$ cat config.mk
export PLATFORM = sky130hd
export DESIGN_NAME = vec_elem_sat
export DESIGN_NICKNAME = d
export VERILOG_FILES = /design/src/rtl/sat_pkg.sv /design/src/rtl/sat_lane.sv /design/src/rtl/sat_flags.sv /design/src/rtl/vec_elem_sat.sv
export SDC_FILE = /design/constraint.sdc
export NUM_CORES = 1
export LEC_CHECK = 0
export ABC_AREA = 1
export BUFFER_PORTS_ARGS = -buffer_cell sky130_fd_sc_hd__buf_2
export CAP_MARGIN = 0
export CORE_MARGIN = 1.5
export CORE_UTILIZATION = 45
export CTS_CLUSTER_SIZE = 8
export DETAILED_ROUTE_END_ITERATION = 7
export GPL_TIMING_DRIVEN = 0
export HOLD_SLACK_MARGIN = 0.05
export PLACE_DENSITY = 0.85
export SLEW_MARGIN = 10
export SYNTH_ARGS = -nofsm -noshare
export SYNTH_HDL_FRONTEND = slang
export SYNTH_SLANG_ARGS = --single-unit
export TNS_END_PERCENT = 5
$ cat constraint.sdc
create_clock -name clk -period 2.1 [get_ports clk]
set_clock_uncertainty 0.05 [all_clocks]
set_input_delay 0.105 -clock clk [delete_from_list [all_inputs] [get_ports clk]]
set_output_delay 0.105 -clock clk [all_outputs]
set_load 0.005 [all_outputs]
$ cat src/rtl/sat_pkg.sv
package sat_pkg;

    typedef struct packed {
        logic lt;
        logic gt;
        logic eq;
        logic ov;
    } cond_t;

    localparam int unsigned MIN_ELEM_W = 8;

endpackage

$ cat src/rtl/sat_lane.sv
module sat_lane #(
    parameter int unsigned RAW_W    = 80,
    parameter int unsigned LANE_W   = 8,
    parameter int unsigned ELEM_MAX = 64
) (
    input  logic signed [RAW_W-1:0] raw,
    input  logic                    signed_sel,
    input  logic                    sat_en,
    output logic [ELEM_MAX-1:0]     val,
    output logic                    clip
);

    localparam logic signed [RAW_W-1:0] UMAX = {{(RAW_W-LANE_W){1'b0}}, {LANE_W{1'b1}}};
    localparam logic signed [RAW_W-1:0] SMAX = {{(RAW_W-LANE_W+1){1'b0}}, {(LANE_W-1){1'b1}}};
    localparam logic signed [RAW_W-1:0] SMIN = ~SMAX;

    logic              above;
    logic              below;
    logic [LANE_W-1:0] narrow;

    always_comb begin
        if (signed_sel) begin
            above = raw > SMAX;
            below = raw < SMIN;
        end else begin
            above = raw > UMAX;
            below = raw[RAW_W-1];
        end
        clip = sat_en & (above | below);

        narrow = raw[LANE_W-1:0];
        if (sat_en && above) begin
            narrow = signed_sel ? {1'b0, {(LANE_W-1){1'b1}}} : {LANE_W{1'b1}};
        end else if (sat_en && below) begin
            narrow = signed_sel ? {1'b1, {(LANE_W-1){1'b0}}} : {LANE_W{1'b0}};
        end

        val = '0;
        val[LANE_W-1:0] = narrow;
    end

endmodule

$ cat src/rtl/sat_flags.sv
module sat_flags #(
    parameter int unsigned ELEM_MAX = 64,
    parameter int unsigned NW       = 4,
    parameter int unsigned SELW     = 2
) (
    input  logic [ELEM_MAX-1:0] val,
    input  logic [SELW-1:0]     width_sel,
    input  logic                signed_sel,
    output logic                lt,
    output logic                gt,
    output logic                eq
);

    logic [NW-1:0] top_bits;

    for (genvar g = 0; g < NW; g++) begin : g_msb
        assign top_bits[g] = val[(sat_pkg::MIN_ELEM_W << g) - 1];
    end

    always_comb begin
        eq = (val == '0);
        lt = signed_sel & top_bits[width_sel];
        gt = ~eq & ~lt;
    end

endmodule

$ cat src/rtl/vec_elem_sat.sv
module vec_elem_sat #(
    parameter int unsigned ELEM_MAX = 64,
    parameter int unsigned RAW_W    = 80,
    parameter int unsigned NW       = $clog2(ELEM_MAX / sat_pkg::MIN_ELEM_W) + 1,
    parameter int unsigned SELW     = (NW > 1) ? $clog2(NW) : 1
) (
    input  logic                    clk,
    input  logic                    rst_n,
    input  logic                    in_valid,
    input  logic signed [RAW_W-1:0] raw_result,
    input  logic [SELW-1:0]         width_sel,
    input  logic                    signed_sel,
    input  logic                    sat_en,
    input  logic                    rec_en,
    input  logic                    oe_en,
    input  logic [1:0]              carry_in,
    output logic                    out_valid,
    output logic [ELEM_MAX-1:0]     elem_out,
    output logic [3:0]              cond_out,
    output logic                    illegal_out,
    output logic [1:0]              carry_out
);

    typedef struct packed {
        logic                valid;
        logic [ELEM_MAX-1:0] elem;
        sat_pkg::cond_t      cond;
        logic                illegal;
        logic [1:0]          carry;
    } stage_t;

    logic [ELEM_MAX-1:0] lane_val [NW];
    logic [NW-1:0]       lane_clip;
    logic [ELEM_MAX-1:0] pick_val;
    logic                pick_clip;
    logic                f_lt;
    logic                f_gt;
    logic                f_eq;
    stage_t              st_d;
    stage_t              st_q;

    for (genvar g = 0; g < NW; g++) begin : g_lane
        sat_lane #(
            .RAW_W   (RAW_W),
            .LANE_W  (sat_pkg::MIN_ELEM_W << g),
            .ELEM_MAX(ELEM_MAX)
        ) u_lane (
            .raw       (raw_result),
            .signed_sel(signed_sel),
            .sat_en    (sat_en),
            .val       (lane_val[g]),
            .clip      (lane_clip[g])
        );
    end

    assign pick_val  = lane_val[width_sel];
    assign pick_clip = lane_clip[width_sel];

    sat_flags #(
        .ELEM_MAX(ELEM_MAX),
        .NW      (NW),
        .SELW    (SELW)
    ) u_flags (
        .val       (pick_val),
        .width_sel (width_sel),
        .signed_sel(signed_sel),
        .lt        (f_lt),
        .gt        (f_gt),
        .eq        (f_eq)
    );

    always_comb begin
        st_d = '0;
        if (in_valid) begin
            st_d.valid   = 1'b1;
            st_d.elem    = pick_val;
            st_d.illegal = sat_en & oe_en;
            st_d.carry   = sat_en ? 2'b00 : carry_in;
            if (rec_en) begin
                st_d.cond.lt = f_lt;
                st_d.cond.gt = f_gt;
                st_d.cond.eq = f_eq;
                st_d.cond.ov = pick_clip;
            end
        end
    end

    always_ff @(posedge clk) begin
        if (!rst_n) begin
            st_q <= '0;
        end else begin
            st_q <= st_d;
        end
    end

    assign out_valid   = st_q.valid;
    assign elem_out    = st_q.elem;
    assign cond_out    = st_q.cond;
    assign illegal_out = st_q.illegal;
    assign carry_out   = st_q.carry;

endmodule

==> results of run 1 <==
[state kept, by name, summed over array words and instances (netlist names)]
signal / cells
out_valid: 1
carry_out: 2
elem_out: 64
illegal_out: 1
cond_out: 4
[layer usage]
metal / vias to the layer above / wire, µm
met5: - / 0
met4: 0 / 743
met3: 79 / 1820
met2: 409 / 7660
met1: 2720 / 6740
li1: 3049 / -
[critical path, delay by kind of cell]
family / cells / cell delay (ps)
AND/OR/NAND/NOR: 8 / 1110
buffers and inverters: 4 / 860
AO/OA/AOI/OAI: 1 / 220
[where the power goes]
part,internal [µW],leakage (µW),total [µW],switching (µW)
clock,731,0.000119,1250,517
combinational,353,0.00279,954,601
sequential,1410,0.000586,1420,9.14
[synthesized netlist by cell type, drive strengths merged (2+ instances only)]
cell    number  share of area (%)
a21oi       24                2.5
nor3         5               0.53
nor3b        2               0.32
nand3       89                9.8
nor2       159                 13
o21ai        4               0.42
or2          2               0.27
dfxtp       72                 31
clkbuf      16                1.3
nand2      402                 32
buf         28                3.6
nand4       15                2.0
inv         40                3.2
[kinds of logic after synthesis]
group                  Yosys count
AOI/OAI and AO/OA               29
buffers and inverters           85
DFF                             72
and+or+nand+nor                675
[area by class of cell]
| type | instances | area, µm² |
|---|---|---|
| clock inverter | 5 | 78.8 |
| tap | 136 | 170 |
| multi-input combinational | 705 | 3050 |
| inverter | 41 | 161 |
| timing repair buffer | 176 | 978 |
| fill | 1024 | 3940 |
| sequential | 72 | 1440 |
| clock buffer | 11 | 151 |
| buffer | 44 | 258 |
[per-stage QoR]
step | setup WS [ps] | hold slack [ps] | util, % | power (µW) | area, µm²
global placement | -316 | 278 | 55.5 | 2270 | 5680
CTS | 31.9 | 59.0 | 58.2 | 3520 | 5960
global route | -58.1 | 86.3 | 61.5 | 3800 | 6290
finish | 77.6 | 72.6 | 61.5 | 3620 | 6290
floorplan | 327 | 178 | - | 1960 | 4720
detailed placement | -335 | 294 | 55.5 | 2280 | 5680
[timing repair]
| item | CTS | global route |
|---|---|---|
| hold buffers | 4 | 0 |
| setup endpoints to repair | 1 | 3 |
| cloned | 0 | 2 |
| gates resized for setup | 1 | 64 |
| endpoints found under the hold margin | 5 | 0 |
| setup buffers | 0 | 12 |
| pin swaps | 0 | 28 |
[final timing paths]
path | start | to | slack, ps | depth (start not counted)
max | width_sel[0] | cond_out[2] | 80 | 13
min | raw_result[38] | elem_out[38] | 70 | 5
==> out/metrics.csv, run 1 <==
metric,value,unit
async_flop_share,0,%
period_minus_slack,2020,ps
row_count,37,
die_h,105,µm
ant_nets,0,
avgSynthCellArea,5.48,µm²
synth-simple-area-share,58.1,%
synth_seq_cells,72,
drtIter0Drc,560,
netlist_area,4720,µm²
final_cell_mix,"380 x nand2_1, 167 x buf_2, 143 x nor2_1",
max_stage_delay,580,ps
grt_pass1_vias,5335,
post_drt_wl_per_cell,14.3,µm
start_util,46.1,%
synth_fp_nets,952,
ys_warn_count,0,
slew_violations,0,
hold_violations,0,
cts_buffer_depth,2,
max_clock_freq,494,MHz
p_per_area,575,nW/µm²
pin_count,163,
critPathKind,in2reg,
met3_usage,6.56,%
synth_seq_area_share,30.6,%
worstPathRequired,2360,ps
setup.worst_path.end_class,flip-flop,
muxShareOfSynthArea,0,%
cp-start-kind,input pin,
grt_use_total,29.4,%
finalSetupTns,0,ps
cts_tree,done,
setup_viol,0,
min_period_over_period,96.3,%
grt_overflow_total,0,
die_x,105,µm
final_cells,1190,
status,"finished, final reports clean",
synth_edf_count,0,
leakage,0.00350,µW
final_common_cell,nand2_1,
diodes,0,
grt_max_degree,13,
peakVddDrop,0.000336,V
cts_buffers,9,
ys_types,25,
worstMarginPinSlew,683,ps
worstPathCellList,clkbuf_1 > inv_1 > nor2_1 > o21ai_0 > inv_1 > nand2_1 > nand2_1 > nor2_1 > nand3_1 > nor2_1 > nand3_1 > nand2_1 > inv_1,
cap_violations,0,
antenna_found_initial,0,
num_vias,6257,
synth_fa_ha_area_share,0,%
clock_sinks,72,
cts_root_buffer,clkbuf_8,
hp-class,in2reg,
synth_compound_area_share,3.10,%
slew_headroom,54.5,%
synth_top_family_by_area,simple AND/OR/NAND/NOR gates,
clk_pin_slew_worst_paths,70,ps
routed_wl,17.0,mm
grt-busiest-layer,met2,
postSynthCellCount,861,
htree_levels,3,
area_growth,33.4,%
dr.pass1.iters,6,
gp_congestion,0.960,
cp.arrival,2280,ps
fp.dieArea,11100,µm²
final_nets,1140,
drc,0,
slowest_stage,nor2_1,
grtUsageMet1,38.1,%
grt_pass1_wl,25.8,mm
dpl.hpwl,12.5,mm
drive_gt1_share,25.0,%
cp_max_fo,8,
synth_flop_cell,dfxtp_1,
dp.cells,1156,
core,10200,µm²
viasPerCell,5.26,
io_buffers,159,
synth-xor-area-share,0,%
grt_util_met2,45.6,%
Note: power is estimated with default switching activity, not from simulation.
==> run 2: changes to the inputs <==
- CELL_PAD_IN_SITES_DETAIL_PLACEMENT: default -> 0
- CELL_PAD_IN_SITES_GLOBAL_PLACEMENT: default -> 1
- CORE_UTILIZATION: 45 -> 33
- CTS_CLUSTER_SIZE: 8 -> 28
- PLACE_DENSITY: 0.85 -> 0.93
==> out/metrics.csv, run 2 (synthesis gave the netlist of run 1 again) <==
metric,value,unit,change
grt_max_degree,11,,was 13
nFillCells,1513,,"was 1,024"
cp.buffers_inverters,4,,unchanged
slowest_stage,clkbuf_16,,was nor2_1
drive_gt1_share,26.6,%,was 25.0%
layout_setup_ws,96.5,ps,was 77.6 ps
dpl.hpwl,13.7,mm,was 12.5 mm
drtIter0Drc,566,,was 560
worstPathCellList,buf_2 > nor2_1 > nand2_1 > nor2_4 > nand3_2 > nand2_2 > nand2_2 > nand3_4 > clkbuf_16 > clkbuf_16 > nand2_1 > nand2_1 > nand2_1 > nor2_1 > nand2_1 > nor2_1 > nand3_1 > nor2_2 > nand3_2 > nand2_1 > inv_1,,was clkbuf_1 > inv_1 > nor2_1 > o21ai_0 > inv_1 > nand2_1 > nand2_1 > nor2_1 > nand3_1 > nor2_1 > nand3_1 > nand2_1 > inv_1
whs,59.0,ps,was 72.6 ps
largest_register_ffs,64,,unchanged
start_util,33.9,%,was 46.1%
grt_pass1_vias,5091,,"was 5,335"
clock_sinks,72,,unchanged
final_common_cell,nand2_1,,unchanged
cp_max_fo,5,,was 8
viasPerCell,4.92,,was 5.26
worstPathRequired,2290,ps,was 2360 ps
final_nets,1145,,"was 1,140"
slew_headroom,50.6,%,was 54.5%
dp.cells,1200,,"was 1,156"
leakage,0.00357,µW,was 0.00350 µW
final_cell_mix,"372 x nand2_1, 166 x buf_2, 142 x nor2_1",,"was 380 x nand2_1, 167 x buf_2, 143 x nor2_1"
slew_violations,0,,unchanged
antenna_found_initial,1,,was 0
cp-start-kind,input pin,,unchanged
min_period_over_period,95.4,%,was 96.3%
final_cells,1237,,"was 1,190"
period_minus_slack,2000,ps,was 2020 ps
cpLargestDelayFamily,simple AND/OR/NAND/NOR gates,,unchanged
cp-endpoint,cond_out[2],,unchanged
place_ws,-504,ps,was -335 ps
status,"finished, final reports clean",,unchanged
cp-startpoint,raw_result[71],,was width_sel[0]
peakVddDrop,0.000386,V,was 0.000336 V
grt_use_total,23.7,%,was 29.4%
die_x,123,µm,was 105 µm
cts_tree,done,,unchanged
area_growth,38.3,%,was 33.4%
hp-class,in2reg,,unchanged
max_clock_freq,499,MHz,was 494 MHz
clk_pin_slew_worst_paths,60,ps,was 70 ps
core,13900,µm²,"was 10,200 µm²"
grt_overflow_total,0,,unchanged
setup.worst_path.end_class,flip-flop,,unchanged
gp_congestion,0.954,,was 0.960
htree_levels,3,,unchanged
cp.arrival,2190,ps,was 2280 ps
ant_nets,0,,unchanged
place_area,5740,µm²,was 5680 µm²
setup_viol,0,,unchanged
io_buffers,159,,unchanged
num_vias,6082,,"was 6,257"
pin_count,163,,unchanged
cts_root_buffer,clkbuf_16,,was clkbuf_8
post_drt_wl_per_cell,14.8,µm,was 14.3 µm
routed_wl,18.4,mm,was 17.0 mm
worstMarginPinSlew,741,ps,was 683 ps
die_h,123,µm,was 105 µm
row_count,43,,was 37
hold_violations,0,,unchanged
critPathMostFrequentCell,nand2_1,,
critPathKind,in2reg,,unchanged
fp.dieArea,15000,µm²,"was 11,100 µm²"
cts_buffers,9,,unchanged
seqCellArea,1440,µm²,unchanged
p_per_area,585,nW/µm²,was 575 nW/µm²
drc,0,,unchanged
grt_pass1_wl,27.1,mm,was 25.8 mm
cts_buffer_depth,2,,unchanged
dr.pass1.iters,5,,was 6
fin_area,6530,µm²,was 6290 µm²
path_depth,21,,was 13
cap_violations,0,,unchanged
multi_input_area,3100,µm²,was 3050 µm²
max_stage_delay,170,ps,was 580 ps
run 2: cell types whose count changed in the layout (fill, tap and decap cells not counted), moves of 3 or more:
cell / change
buf_6: -3
clkbuf_8: -9
buf_4: +4
nand2_2: +10
nand3_2: +3
nand2_1: -8
nand3_1: -4
clkbuf_16: +12
run 2: timing repair:
action / CTS / global route
buffers inserted: 0 / 15
hold buffers: 3 / 0
endpoints found under the setup margin: 2 / 2
pin swaps: 0 / 31
endpoints found under the hold margin: 3 / 0
gates cloned: 0 / 6
gates resized for setup: 10 / 83
run 2: layout make-up:
cell class / count / area share (%)
Tap cell: 180 / 3.45
Timing Repair Buffer: 181 / 16.0
Clock buffer: 12 / 3.93
Buffer: 43 / 4.28
Multi-Input combinational cell: 705 / 47.5
Sequential cell: 72 / 22.1
Clock inverter: 1 / 0.0767
Timing Repair inverter: 1 / 0.0959
Inverter: 41 / 2.47
Antenna cell: 1 / 0.0384
run 2: layer usage:
metal | vias to the layer above | wire length (µm) | part of all wire (%) | track usage, %
met3 | 30 | 1620 | 8.8 | 4.97
met2 | 283 | 8450 | 46 | 37.9
li1 | 3069 | - | - | -
met1 | 2700 | 7930 | 43 | 32.2
met5 | - | 0 | 0 | 0
met4 | 0 | 369 | 2.0 | 6.69
run 2: how the worst min path moves through the flow:
| stage | startpoint | slack [ps] | depth (start not counted) | to |
|---|---|---|---|---|
| after global placement | oe_en | 280 | 3 | illegal_out |
| after global routing | rec_en | 80 | 3 | cond_out[3] |
| after floorplan | oe_en | 180 | 2 | illegal_out |
| after detailed placement | oe_en | 280 | 3 | illegal_out |
| final | rec_en | 60 | 3 | cond_out[3] |
| after CTS | rec_en | 50 | 3 | cond_out[3] |
run 2: tightest hold or removal path, stage by stage:
cell     delay [ps]
buf_2            80
nand2_1         120
nor2_1          120
run 2: stage by stage:
stage | power (µW) | util, % | setup TNS [ps]
finish | 3820 | 46.8 | 0
global route | 4000 | 46.8 | -52.9
CTS | 3700 | 43.5 | 0
detailed placement | 2310 | 41.2 | -1310
global placement | 2300 | 41.2 | -1140
floorplan | 1960 | - | 0
run 2: where the power goes:
group          total (µW)  internal (µW)  switching, µW
logic                1000            378            621
clock network        1400            842            554
registers            1420           1410           10.2
